### src/rtl/rc_pkg.sv
package rc_pkg;
    localparam int CW  = 8;
    localparam int NCH = 3;

    typedef enum logic [0:0] {
        ST_IDLE = 1'b0,
        ST_RAY  = 1'b1
    } ray_state_e;
endpackage

### src/rtl/rc_fxmul.sv
module rc_fxmul #(
    parameter int W = 8
) (
    input  logic [W-1:0] a,
    input  logic [W-1:0] b,
    output logic [W-1:0] y
);
    localparam int PW = 2 * W;
    localparam logic [PW-1:0] HALF = PW'(1) << (W - 1);

    logic [PW-1:0] prod;
    logic [PW-1:0] biased;
    logic [PW-1:0] folded;

    // round(a*b / (2^W - 1)) without a divider
    always_comb begin
        prod   = PW'(a) * PW'(b);
        biased = prod + HALF;
        folded = biased + (biased >> W);
        y      = folded[PW-1:W];
    end
endmodule

### src/rtl/rc_front.sv
module rc_front #(
    parameter int W = 8,
    parameter int N = 3
) (
    input  logic           clk,
    input  logic           rst_n,
    input  logic           adv,
    input  logic           in_valid,
    input  logic           in_first,
    input  logic           in_last,
    input  logic           in_merge,
    input  logic [N*W-1:0] in_col,
    input  logic [W-1:0]   in_t,
    output logic           s1_v,
    output logic           s1_first,
    output logic           s1_last,
    output logic           s1_merge,
    output logic [N*W-1:0] s1_w,
    output logic [W-1:0]   s1_t
);
    localparam logic [W-1:0] ONE = '1;

    logic [W-1:0]   opac;
    logic [N*W-1:0] wgt;
    logic [N*W-1:0] pick;

    assign opac = ONE - in_t;

    for (genvar ch = 0; ch < N; ch++) begin : g_wgt
        rc_fxmul #(.W(W)) u_mul (
            .a (opac),
            .b (in_col[ch*W +: W]),
            .y (wgt[ch*W +: W])
        );
    end

    // a partial pair passes through untouched
    assign pick = in_merge ? in_col : wgt;

    always_ff @(posedge clk) begin
        if (!rst_n) begin
            s1_v     <= 1'b0;
            s1_first <= 1'b0;
            s1_last  <= 1'b0;
            s1_merge <= 1'b0;
            s1_w     <= '0;
            s1_t     <= '0;
        end else if (adv) begin
            s1_v <= in_valid;
            if (in_valid) begin
                s1_first <= in_first;
                s1_last  <= in_last;
                s1_merge <= in_merge;
                s1_w     <= pick;
                s1_t     <= in_t;
            end
        end
    end
endmodule

### src/rtl/rc_accum.sv
module rc_accum
    import rc_pkg::*;
#(
    parameter int W = 8,
    parameter int N = 3
) (
    input  logic           clk,
    input  logic           rst_n,
    input  logic           fire,
    input  logic           s1_first,
    input  logic           s1_last,
    input  logic           s1_merge,
    input  logic [N*W-1:0] s1_w,
    input  logic [W-1:0]   s1_t,
    output logic [N*W-1:0] acc_c,
    output logic [W-1:0]   acc_t,
    output logic [N*W-1:0] nxt_c,
    output logic [W-1:0]   nxt_t
);
    localparam logic [W-1:0] ONE = '1;

    ray_state_e     state_q;
    ray_state_e     state_d;
    logic           fresh;
    logic [N*W-1:0] base_c;
    logic [W-1:0]   base_t;

    assign fresh  = (state_q == ST_IDLE) || s1_first;
    assign base_c = fresh ? '0 : acc_c;
    assign base_t = fresh ? ONE : acc_t;

    for (genvar ch = 0; ch < N; ch++) begin : g_chan
        logic [W-1:0] ma;
        logic [W-1:0] mb;
        logic [W-1:0] addend;
        logic [W-1:0] prod;
        logic [W:0]   sum;

        assign ma     = s1_merge ? s1_t : s1_w[ch*W +: W];
        assign mb     = s1_merge ? base_c[ch*W +: W] : base_t;
        assign addend = s1_merge ? s1_w[ch*W +: W] : base_c[ch*W +: W];

        rc_fxmul #(.W(W)) u_mul (
            .a (ma),
            .b (mb),
            .y (prod)
        );

        assign sum = {1'b0, addend} + {1'b0, prod};
        assign nxt_c[ch*W +: W] = sum[W] ? ONE : sum[W-1:0];
    end

    rc_fxmul #(.W(W)) u_tmul (
        .a (s1_t),
        .b (base_t),
        .y (nxt_t)
    );

    // transitions: open, single, extend, close
    always_comb begin
        state_d = state_q;
        if (fire) begin
            unique case (state_q)
                ST_IDLE: state_d = s1_last ? ST_IDLE : ST_RAY;
                ST_RAY:  state_d = s1_last ? ST_IDLE : ST_RAY;
                default: state_d = ST_IDLE;
            endcase
        end
    end

    always_ff @(posedge clk) begin
        if (!rst_n) begin
            state_q <= ST_IDLE;
        end else begin
            state_q <= state_d;
        end
    end

    always_ff @(posedge clk) begin
        if (!rst_n) begin
            acc_c <= '0;
            acc_t <= ONE;
        end else if (fire) begin
            if (s1_last) begin
                acc_c <= '0;
                acc_t <= ONE;
            end else begin
                acc_c <= nxt_c;
                acc_t <= nxt_t;
            end
        end
    end
endmodule

### src/rtl/rc_outreg.sv
module rc_outreg #(
    parameter int W = 8,
    parameter int N = 3
) (
    input  logic           clk,
    input  logic           rst_n,
    input  logic           adv,
    input  logic           load,
    input  logic [N*W-1:0] d_col,
    input  logic [W-1:0]   d_t,
    output logic           q_valid,
    output logic [N*W-1:0] q_col,
    output logic [W-1:0]   q_t
);
    always_ff @(posedge clk) begin
        if (!rst_n) begin
            q_valid <= 1'b0;
            q_col   <= '0;
            q_t     <= '0;
        end else if (adv) begin
            q_valid <= load;
            if (load) begin
                q_col <= d_col;
                q_t   <= d_t;
            end
        end
    end
endmodule

### src/rtl/ray_compositor.sv
module ray_compositor #(
    parameter int W = rc_pkg::CW,
    parameter int N = rc_pkg::NCH
) (
    input  logic           clk,
    input  logic           rst_n,
    input  logic           s_valid,
    output logic           s_ready,
    input  logic           s_first,
    input  logic           s_last,
    input  logic           s_merge,
    input  logic [N*W-1:0] s_rgb,
    input  logic [W-1:0]   s_t,
    output logic           m_valid,
    input  logic           m_ready,
    output logic [N*W-1:0] m_rgb,
    output logic [W-1:0]   m_t
);
    logic           adv;
    logic           fire;
    logic           s1_v;
    logic           s1_first;
    logic           s1_last;
    logic           s1_merge;
    logic [N*W-1:0] s1_w;
    logic [W-1:0]   s1_t;
    logic [N*W-1:0] acc_c;
    logic [W-1:0]   acc_t;
    logic [N*W-1:0] nxt_c;
    logic [W-1:0]   nxt_t;

    assign adv     = !m_valid || m_ready;
    assign s_ready = adv;
    assign fire    = adv && s1_v;

    rc_front #(.W(W), .N(N)) u_front (
        .clk      (clk),
        .rst_n    (rst_n),
        .adv      (adv),
        .in_valid (s_valid),
        .in_first (s_first),
        .in_last  (s_last),
        .in_merge (s_merge),
        .in_col   (s_rgb),
        .in_t     (s_t),
        .s1_v     (s1_v),
        .s1_first (s1_first),
        .s1_last  (s1_last),
        .s1_merge (s1_merge),
        .s1_w     (s1_w),
        .s1_t     (s1_t)
    );

    rc_accum #(.W(W), .N(N)) u_acc (
        .clk      (clk),
        .rst_n    (rst_n),
        .fire     (fire),
        .s1_first (s1_first),
        .s1_last  (s1_last),
        .s1_merge (s1_merge),
        .s1_w     (s1_w),
        .s1_t     (s1_t),
        .acc_c    (acc_c),
        .acc_t    (acc_t),
        .nxt_c    (nxt_c),
        .nxt_t    (nxt_t)
    );

    rc_outreg #(.W(W), .N(N)) u_out (
        .clk     (clk),
        .rst_n   (rst_n),
        .adv     (adv),
        .load    (fire && s1_last),
        .d_col   (nxt_c),
        .d_t     (nxt_t),
        .q_valid (m_valid),
        .q_col   (m_rgb),
        .q_t     (m_t)
    );
endmodule

### config.mk
export PLATFORM = sky130hd
export DESIGN_NAME = ray_compositor
export DESIGN_NICKNAME = d
export VERILOG_FILES = /design/src/rtl/rc_pkg.sv /design/src/rtl/rc_fxmul.sv /design/src/rtl/rc_front.sv /design/src/rtl/rc_accum.sv /design/src/rtl/rc_outreg.sv /design/src/rtl/ray_compositor.sv
export SDC_FILE = /design/constraint.sdc
export NUM_CORES = 1
export LEC_CHECK = 0
export BUFFER_PORTS_ARGS = -buffer_cell sky130_fd_sc_hd__buf_4
export CAP_MARGIN = 15
export CORE_MARGIN = 2
export CORE_UTILIZATION = 30
export DETAILED_ROUTE_END_ITERATION = 8
export SYNTH_ARGS = -nofsm -noshare
export SYNTH_HDL_FRONTEND = slang
export SYNTH_HIERARCHICAL = 1
export SYNTH_SLANG_ARGS = --single-unit
### constraint.sdc
create_clock -name clk -period 9.3 [get_ports clk]
set_clock_uncertainty 0.2 [all_clocks]
set_input_delay 1.86 -clock clk [delete_from_list [all_inputs] [get_ports clk]]
set_output_delay 1.86 -clock clk [all_outputs]
set_load 0.1 [all_outputs]
==> run summary, run 1 <==
Buffers on Ports - 72
Max Transition Viols Final - 0
period utilization - 95.2%
hold buffers post-CTS - 0
Syn Std Cell Area - 24500 µm²
FF/Latch Area - 2050 µm²
Worst R2R Setup Slack - 0.44 ns
num ports - 73
drc violations - 0
Final Cell Area - 26600 µm²
CTS tree - built
Async SR Flop Fraction - 0%
Vias/cell - 4.92
Total Wirelength - 63300 µm
Worst-path clk slew - 0.08 ns
leading area contributor after synthesis - fa_1
worst r2r path cells - 33
slowest cell on the critical path - o21ai_0
post-DP HPWL - 52100 µm
CP Data Required Time - 9.40 ns
Final Hold Fails - 0
Hold Startpoint - u_out/q_col[2]
syn_area_per_cell - 8.46 µm²
hold endpoint - u_out/q_col[2]
post-synthesis sequential area ratio - 8.35%
Post-DRT Antenna Nets - 0
area share of the leading cell type in the synthesized netlist - 21.4%
GR Util met3 - 1.08%
first-pass GRT wire length - 106000 µm
Mapped Nets - 3531
Die Y - 290 µm
Cells after Synth - 2891
largest net degree at the start of global routing - 83
Synth area leaders - fa_1 21%, ha_1 17%, dfxtp_1 8.3%, and2_1 8.3%, inv_1 6.9%
layout cell share with drive strength beyond 1 - 10.1%
Worst path max stage delay - 0.86 ns
gr usage total - 15.4%
Max Cap Viol - 0
CP Max Fanout - 34
clock root buffer - clkbuf_16
number of fillers in the final layout - 8530
FP Rows - 104
Area after DPL - 26300 µm²
initial antenna violation count - 1
fin crit period - 8.86 ns
Worst-Margin Slew - 1.06 ns
Final setup viols - 0
GR peak layer - met2
Critical Path Stages - 33
grt met1 use - 22.9%
core area - 80700 µm²
EDFF count, synth - 0
Max-slew headroom - 28.4%
number of global-route vias before repair - 19800
Crit. End Element - register
Initial Util - 30.3%
Netlist cell types - 111
commonest non-fill, non-tap cell in the layout - inv_1
CP Buf/Inv Count - 5
fmax - 0.113 GHz
critical path class - reg2reg
postcts setup bufs - 0
crit start category - register
CTS resizes - 0
Reg2Reg Launch Point - u_front/s1_merge
Vias - 19800
Ant. Diodes - 0
synth warn - 6
clock buffer depth - 2
commonest cells after routing, fill and taps aside - 452 x inv_1, 339 x ha_1, 322 x and2_1
Seq cells post-synth - 102
Top delay family on crit path - adder cells
clock sink count - 102
Hold Crit Depth - 2
TritonRoute pass-1 iters - 6
synthesis-to-finish area growth - 8.81%
Worst Path Arrival - 8.95 ns
H-tree levels - 3
Die W - 290 µm
overall die area - 83800 µm²
setup TNS - 0 ns
nets - 3604
total CTS buffers - 9
routed length per instance - 15.7 µm
routing usage on met2 - 24.8%
First DRT Iteration DRCs - 1361
Synth Flop Type - dfxtp_1
clk_lat worst skew - 0.37 ns
GPL Wtd Cong - 0.897
outcome - completed
Hold Path Class - reg2reg
Multi-input gate area - 20200 µm²
setup repair after global routing missed its margin - false
reg2reg end - u_out/q_col[3]
Crit path top cell by count - fa_1
Overflow after GRT - 0
==> Yosys cell counts, types with 21 or more instances <==
| master | n |
|---|---|
| a21oi_1 | 113 |
| o21ai_2 | 33 |
| clkbuf_1 | 24 |
| ha_1 | 339 |
| nand3_1 | 52 |
| nand2b_1 | 25 |
| a211oi_1 | 32 |
| nor3_1 | 21 |
| a22o_1 | 27 |
| o21ai_0 | 90 |
| nand2_1 | 297 |
| and2_1 | 323 |
| nand4_1 | 51 |
| fa_1 | 262 |
| xnor2_1 | 73 |
| xor2_1 | 42 |
| mux2i_1 | 33 |
| nor2_1 | 75 |
| inv_1 | 452 |
| a21o_1 | 55 |
| buf_2 | 22 |
| dfxtp_1 | 102 |
==> state kept, by name, summed over array words and instances, names as in the netlist <==
name and flops:
u_out/q_valid 1, u_front/s1_merge 1, u_front/s1_last 1, u_front/s1_t 8, u_out/q_col 24, u_out/q_t 8, u_front/s1_w 24, u_front/s1_v 1
u_acc/acc_t 8, u_front/s1_first 1, u_acc/state_q 1, u_acc/acc_c 24
==> final cells by class <==
cell class,instances,area share [%]
multi-input combinational,2263,75.9
sequential,102,7.69
inverter,453,6.39
tap,1060,4.98
timing repair buffer,135,3.80
clock buffer,9,0.846
clock inverter,7,0.390
==> layer usage <==
layer	vias to the layer above	share of wire [%]
met5	-	0.019
met4	2	1.5
met3	48	4.0
met2	418	45
met1	9514	50
li1	9827	-
==> logic make-up after synthesis <==
logic type	synth area share, %
buf+inv	9.07
mux	1.40
simple gates	21.5
fa+ha+maj	39.1
compound gates	16.0
flops	8.35
xor+xnor	4.63
==> worst max-delay path by stage <==
stage,startpoint,endpoint,slack (ns)
CTS,u_front/s1_merge,u_out/q_col[6],0.20
floorplan,u_front/s1_merge,u_acc/acc_c[22],1.0
detailed placement,u_front/s1_merge,u_out/q_col[6],0.22
global placement,u_front/s1_merge,u_out/q_col[3],0.28
finish,u_front/s1_merge,u_out/q_col[3],0.44
global route,u_front/s1_merge,u_out/q_col[6],0.003
==> tightest hold or removal path, stage by stage, from the launching register on <==
cell,delay [ns]
dfxtp_1,0.31
nand2_1,0.06
o21ai_2,0.04
==> per-stage QoR <==
step	hold WS, ns	utilization [%]	instances	worst slack, ns
floorplan	0.242	-	2891	0.995
global placement	0.249	32.6	4012	0.280
detailed placement	0.251	32.6	4012	0.224
CTS	0.262	33.0	4028	0.196
global route	0.279	33.0	4029	0.00311
finish	0.259	33.0	4029	0.443
Power of run 1 is left out: the tool's default activity adds up to more than one toggle a clock period on the data nets, which glitch-free logic cannot reach.
==> run 2, diff against run 1 <==
ABC_AREA = 1   (was not set)
PLACE_DENSITY = 0.43   (was not set)
==> run 2 against run 1 <==
First-iteration DRC count is 2.2% higher. Synthesized cell count is 50% higher. Critical path depth is 8 higher. Core utilization is 0.82 points lower. Hold slack better by 0.010 ns. Flip-flop and latch count stayed put. Via count is 24% higher. Maximum frequency is 3.6% higher. Setup slack better by 0.31 ns. Non-clock buffer count is 28 lower. Design area is 8.8% higher. Die area is 11% higher.
==> run summary, run 2 <==
outcome - completed (unchanged)
Buffers on Ports - 72 (unchanged)
hold endpoint - u_acc/acc_c[21] (was u_out/q_col[2])
Syn Std Cell Area - 27200 µm² (was 24500 µm²)
uppermost layer routed - met4 (was met5)
Cells after Synth - 4338 (was 2891)
CP Max Fanout - 18 (was 34)
Netlist cell types - 49 (was 111)
Worst Path Arrival - 8.58 ns (was 8.95 ns)
Area after DPL - 28600 µm² (was 26300 µm²)
number of fillers in the final layout - 10200 (was 8530)
First DRT Iteration DRCs - 1391 (was 1361)
GPL Wtd Cong - 0.843 (was 0.897)
worst r2r path cells - 41 (was 33)
Die Y - 305 µm (was 290 µm)
Vias/cell - 4.48 (was 4.92)
placed insts - 5455 (was 4012)
Hold Startpoint - u_acc/acc_c[21] (was u_out/q_col[2])
crit start category - register (unchanged)
syn_area_per_cell - 6.28 µm² (was 8.46 µm²)
commonest non-fill, non-tap cell in the layout - nand2_1 (was inv_1)
slowest cell on the critical path - fa_1 (was o21ai_0)
met1 WL - 40100 µm (was 31400 µm)
first-pass GRT wire length - 135000 µm (was 106000 µm)
drc violations - 0 (unchanged)
clk_lat worst skew - 0.40 ns (was 0.37 ns)
fin crit period - 8.55 ns (was 8.86 ns)
Final Hold Fails - 0 (unchanged)
TritonRoute pass-1 iters - 6 (unchanged)
synth warn - 6 (unchanged)
setup repair after global routing missed its margin - true (was false)
critical path class - reg2reg (unchanged)
Worst-Margin Slew - 1.12 ns (was 1.06 ns)
CP Data Required Time - 9.33 ns (was 9.40 ns)
Vias - 24500 (was 19800)
Hold Path Class - reg2reg (unchanged)
synthesis-to-finish area growth - 6.32% (was 8.81%)
hold buffers post-CTS - 0 (unchanged)
Seq cells post-synth - 102 (unchanged)
nets - 4930 (was 3604)
overall die area - 93200 µm² (was 83800 µm²)
Worst R2R Setup Slack - 0.75 ns (was 0.44 ns)
top flop regs - u_acc/acc_c (24), u_front/s1_w (24), u_out/q_col (24) (unchanged)
CTS tree - built (unchanged)
commonest cells after routing, fill and taps aside - 1448 x nand2_1, 1081 x inv_1, 339 x ha_1 (was 452 x inv_1, 339 x ha_1, 322 x and2_1)
clock root buffer - clkbuf_16 (unchanged)
Max Cap Viol - 0 (unchanged)
Crit path top cell by count - nand2_1 (was fa_1)
Final Cell Area - 29000 µm² (was 26600 µm²)
Die W - 305 µm (was 290 µm)
Post-Layout Cell Count - 5472 (was 4029)
Total Wirelength - 82300 µm (was 63300 µm)
EDFF count, synth - 0 (unchanged)
Initial Util - 30.3% (about the same)
leading area contributor after synthesis - nand2_1 (was fa_1)
reg2reg end - u_acc/acc_c[3] (was u_out/q_col[3])
period utilization - 91.9% (was 95.2%)
fmax - 0.117 GHz (was 0.113 GHz)
Mapped Nets - 4978 (was 3531)
CP Buf/Inv Count - 5 (unchanged)
post-synthesis sequential area ratio - 7.50% (was 8.35%)
area share of the leading cell type in the synthesized netlist - 20.0% (was 21.4%)
most numerous cell in the Yosys netlist - nand2_1 (was inv_1)
FP Rows - 110 (was 104)
initial antenna violation count - 0 (was 1)
layout cell share with drive strength beyond 1 - 7.66% (was 10.1%)
Max Transition Viols Final - 0 (unchanged)
Crit. End Element - register (unchanged)
core area - 90000 µm² (was 80700 µm²)
Top delay family on crit path - adder cells (unchanged)
Multi-input gate area - 20200 µm² (about the same)
Overflow after GRT - 0 (unchanged)
Worst path max stage delay - 0.55 ns (was 0.86 ns)
FF/Latch Area - 2040 µm² (was 2050 µm²)
CTS resizes - 0 (unchanged)
top cells by count, synth - 1449 x nand2_1, 1081 x inv_1, 339 x ha_1, 262 x fa_1, 221 x nor2_1 (was 452 x inv_1, 339 x ha_1, 323 x and2_1, 297 x nand2_1, 262 x fa_1)
gr usage total - 18.1% (was 15.4%)
postcts setup bufs - 0 (unchanged)
DR WL met3 - 2810 µm (was 2520 µm)
Hold Crit Depth - 2 (unchanged)
largest net degree at the start of global routing - 63 (was 83)
Post-DRT Antenna Nets - 0 (unchanged)
Final setup viols - 0 (unchanged)
clock buffer depth - 2 (unchanged)
Synth Flop Type - dfxtp_1 (unchanged)
number of global-route vias before repair - 24600 (was 19800)
routed length per instance - 15.0 µm (was 15.7 µm)
Async SR Flop Fraction - 0% (unchanged)
met2 WL - 38300 µm (was 28500 µm)
clock sink count - 102 (unchanged)
post-DP HPWL - 68600 µm (was 52100 µm)
Worst-path clk slew - 0.08 ns (about the same)
Reg2Reg Launch Point - u_acc/state_q (was u_front/s1_merge)
total CTS buffers - 9 (unchanged)
Max-slew headroom - 25.3% (was 28.4%)
num ports - 73 (unchanged)
Synth area leaders - nand2_1 20%, fa_1 19%, ha_1 16%, inv_1 15%, dfxtp_1 7.5% (was fa_1 21%, ha_1 17%, dfxtp_1 8.3%, and2_1 8.3%, inv_1 6.9%)
H-tree levels - 3 (unchanged)
run 2: changes by cell type after synthesis, sizes merged, moves of 94 or more:
cell    before   now
and2       330     7
nor2        75   238
nand2      298  1519
nand3       53   246
inv        452  1101
clkbuf      25   119
run 2: logic make-up after synthesis:
family                   share of synthesized area, %
buffers and inverters                            18.4
flip-flops                                       7.50
AND/OR/NAND/NOR                                  33.7
adder cells (fa/ha/maj)                          34.8
XOR/XNOR                                         1.06
AO/OA/AOI/OAI                                    4.49
run 2: how the worst max path moves through the flow:
stage	start	end	slack, ns	cells after the start
floorplan	u_front/s1_merge	u_out/q_col[8]	2.11	44
global placement	u_acc/state_q	u_acc/acc_c[3]	0.63	41
detailed placement	u_acc/state_q	u_acc/acc_c[3]	0.59	41
CTS	u_acc/state_q	u_acc/acc_c[3]	0.55	41
global route	u_acc/state_q	u_acc/acc_c[21]	-0.01	39
finish	u_acc/state_q	u_acc/acc_c[3]	0.75	41
run 2: cell type report:
cell class / instances / area share [%]
tap: 1176 / 5.08
multi-input combinational: 2968 / 69.7
antenna: 1 / 0.00864
sequential: 102 / 7.06
timing repair buffer: 107 / 2.77
clock inverter: 6 / 0.268
inverter: 1102 / 14.3
clock buffer: 10 / 0.791
run 2: worst min-delay path: cells and delay by family, from the launching register on:
| kind | cells | cell delay (ns) |
|---|---|---|
| flops | 1 | 0.32 |
| simple gates | 1 | 0.06 |
| compound gates | 1 | 0.05 |
run 2: per-stage QoR:
| step | hold slack (ns) | setup WS (ns) | TNS, ns | utilization, % |
|---|---|---|---|---|
| floorplan | 0.236 | 2.11 | 0 | - |
| global placement | 0.258 | 0.631 | 0 | 31.8 |
| detailed placement | 0.256 | 0.590 | 0 | 31.8 |
| CTS | 0.269 | 0.553 | 0 | 32.2 |
| global route | 0.301 | -0.0111 | -0.0111 | 32.2 |
| finish | 0.270 | 0.751 | 0 | 32.2 |
run 2: layer usage:
| metal | up-vias | track usage, % |
|---|---|---|
| met5 | - | 0 |
| met4 | 0 | 3.25 |
| met1 | 11400 | 25.1 |
| li1 | 12700 | - |
| met2 | 373 | 30.7 |
| met3 | 42 | 1.56 |
Power of run 2 is left out for the same reason.
==> run 3, diff against run 2 <==
BUFFER_PORTS_ARGS = not set   (was -buffer_cell sky130_fd_sc_hd__buf_4)
DONT_BUFFER_PORTS = 1   (was not set)
==> run 3 against run 2 <==
Register-to-register slack improved by 0.02 ns. Core utilization decreased by 0.56 points. Setup slack gained 0.023 ns. Flip-flop and latch count stayed put. Final cell count down 1.2%. Die area stayed put. Non-clock buffer count is 65 lower. Global-route usage shrank 0.18 points. Critical path type unchanged. Largest cell class unchanged. Highest routed layer is now met5.
==> run summary, run 3 (synthesis results as in run 2) <==
outcome - completed (unchanged)
drc violations - 0 (unchanged)
FF/Latch Area - 2040 µm² (unchanged)
CP Max Fanout - 26 (was 18)
Worst Path Arrival - 8.61 ns (was 8.58 ns)
clock sink count - 102 (unchanged)
Total Wirelength - 82000 µm (was 82300 µm)
First DRT Iteration DRCs - 1336 (was 1391)
period utilization - 91.7% (was 91.9%)
Initial Util - 30.3% (unchanged)
FP Rows - 110 (unchanged)
core area - 90000 µm² (unchanged)
Final Hold Fails - 0 (unchanged)
number of global-route vias before repair - 24500 (was 24600)
CTS tree - built (unchanged)
Ant. Diodes - 0 (was 1)
Overflow after GRT - 0 (unchanged)
Worst path max stage delay - 0.88 ns (was 0.55 ns)
Die Y - 305 µm (unchanged)
layout cell share with drive strength beyond 1 - 6.26% (was 7.66%)
crit start category - register (unchanged)
Die W - 305 µm (unchanged)
worst setup path start - u_acc/state_q (unchanged)
overall die area - 93200 µm² (unchanged)
Crit. End Element - register (unchanged)
nets - 4865 (was 4930)
Buffers on Ports - 0 (was 72)
CTS resizes - 0 (unchanged)
top flop regs - u_acc/acc_c (24), u_front/s1_w (24), u_out/q_col (24) (unchanged)
synthesis-to-finish area growth - 4.47% (was 6.32%)
slowest cell on the critical path - o21ai_0 (was fa_1)
hold buffers post-CTS - 0 (unchanged)
Worst-Margin Slew - 1.17 ns (was 1.12 ns)
initial antenna violation count - 2 (was 0)
Max Transition Viols Final - 0 (unchanged)
clk_lat worst skew - 0.40 ns (about the same)
worst r2r path cells - 41 (unchanged)
largest net degree at the start of global routing - 65 (was 63)
commonest cells after routing, fill and taps aside - 1448 x nand2_1, 1081 x inv_1, 339 x ha_1 (unchanged)
Hold Path Class - reg2reg (unchanged)
postcts setup bufs - 0 (unchanged)
TritonRoute pass-1 iters - 6 (unchanged)
GPL Wtd Cong - 0.843 (about the same)
dpl ws - 0.796 ns (was 0.590 ns)
clock buffer depth - 2 (unchanged)
Final setup viols - 0 (unchanged)
placed insts - 5390 (was 5455)
Hold Startpoint - u_acc/state_q (was u_acc/acc_c[21])
num ports - 73 (unchanged)
total CTS buffers - 9 (unchanged)
Hold Crit Depth - 2 (unchanged)
fmax - 0.117 GHz (about the same)
Worst-path clk slew - 0.08 ns (about the same)
CP Data Required Time - 9.39 ns (was 9.33 ns)
Max-slew headroom - 20.9% (was 25.3%)
setup TNS - 0 ns (unchanged)
fin worst setup slack - 0.775 ns (was 0.751 ns)
fin crit period - 8.53 ns (was 8.55 ns)
Vias/cell - 4.48 (about the same)
Reg2Reg Launch Point - u_acc/state_q (unchanged)
critical path class - reg2reg (unchanged)
routed length per instance - 15.2 µm (was 15.0 µm)
gr usage total - 17.9% (was 18.1%)
Multi-input gate area - 20200 µm² (unchanged)
post-DP HPWL - 68200 µm (was 68600 µm)
Max Cap Viol - 0 (unchanged)
utilization after layout - 31.6% (was 32.2%)
number of fillers in the final layout - 10300 (was 10200)
setup repair after global routing missed its margin - false (was true)
H-tree levels - 3 (unchanged)
Crit path top cell by count - inv_1 (was nand2_1)
clock root buffer - clkbuf_16 (unchanged)
Vias - 24200 (was 24500)
first-pass GRT wire length - 133000 µm (was 135000 µm)
Post-Layout Cell Count - 5406 (was 5472)
commonest non-fill, non-tap cell in the layout - nand2_1 (unchanged)
Post-DRT Antenna Nets - 0 (unchanged)
[run 3: cell types whose count changed in the layout (fill, tap and decap cells not counted), sizes merged]
| cell | delta |
|---|---|
| buf | -65 |
| bufinv | -1 |
| clkbuf | -1 |
| clkinv | +2 |
| diode | -1 |
[run 3: metal layers]
layer / vias to the layer above / global-route usage, % / wire length (µm)
met1: 11300 / 23.7 / 38400
met5: - / 0 / 27
met2: 360 / 31.0 / 38500
met3: 53 / 2.47 / 3660
met4: 4 / 3.52 / 1320
li1: 12600 / - / -
[run 3: critical path, delay by kind of cell (launching register included)]
family                   cells  cell delay [ns]
AO/OA/AOI/OAI                5             1.81
AND/OR/NAND/NOR             17             1.92
XOR/XNOR                     1             0.17
flip-flops                   1             0.33
adder cells (fa/ha/maj)      8             3.11
buffers and inverters       10             0.86
[run 3: area by class of cell]
type,instances,area share (%)
well taps,1176,5.17
inverters,1102,14.6
multi-input cells,2968,70.9
clock inverters,7,0.194
flip-flops and latches,102,7.18
clock buffers,9,0.792
repair buffers,42,1.15
[run 3: final timing paths]
| kind | end | slack, ns |
|---|---|---|
| max | u_out/q_col[0] | 0.77 |
| min | u_acc/state_q | 0.27 |
| max reg2reg | u_out/q_col[0] | 0.77 |
| min reg2reg | u_acc/state_q | 0.27 |
[run 3: through the flow]
stage,area [µm²],hold slack (ns)
final,28400,0.269
after global routing,28400,0.300
after CTS,28400,0.271
after detailed placement,28200,0.258
after global placement,28200,0.260
after floorplan,27200,0.236
Power of run 3 is left out for the same reason.
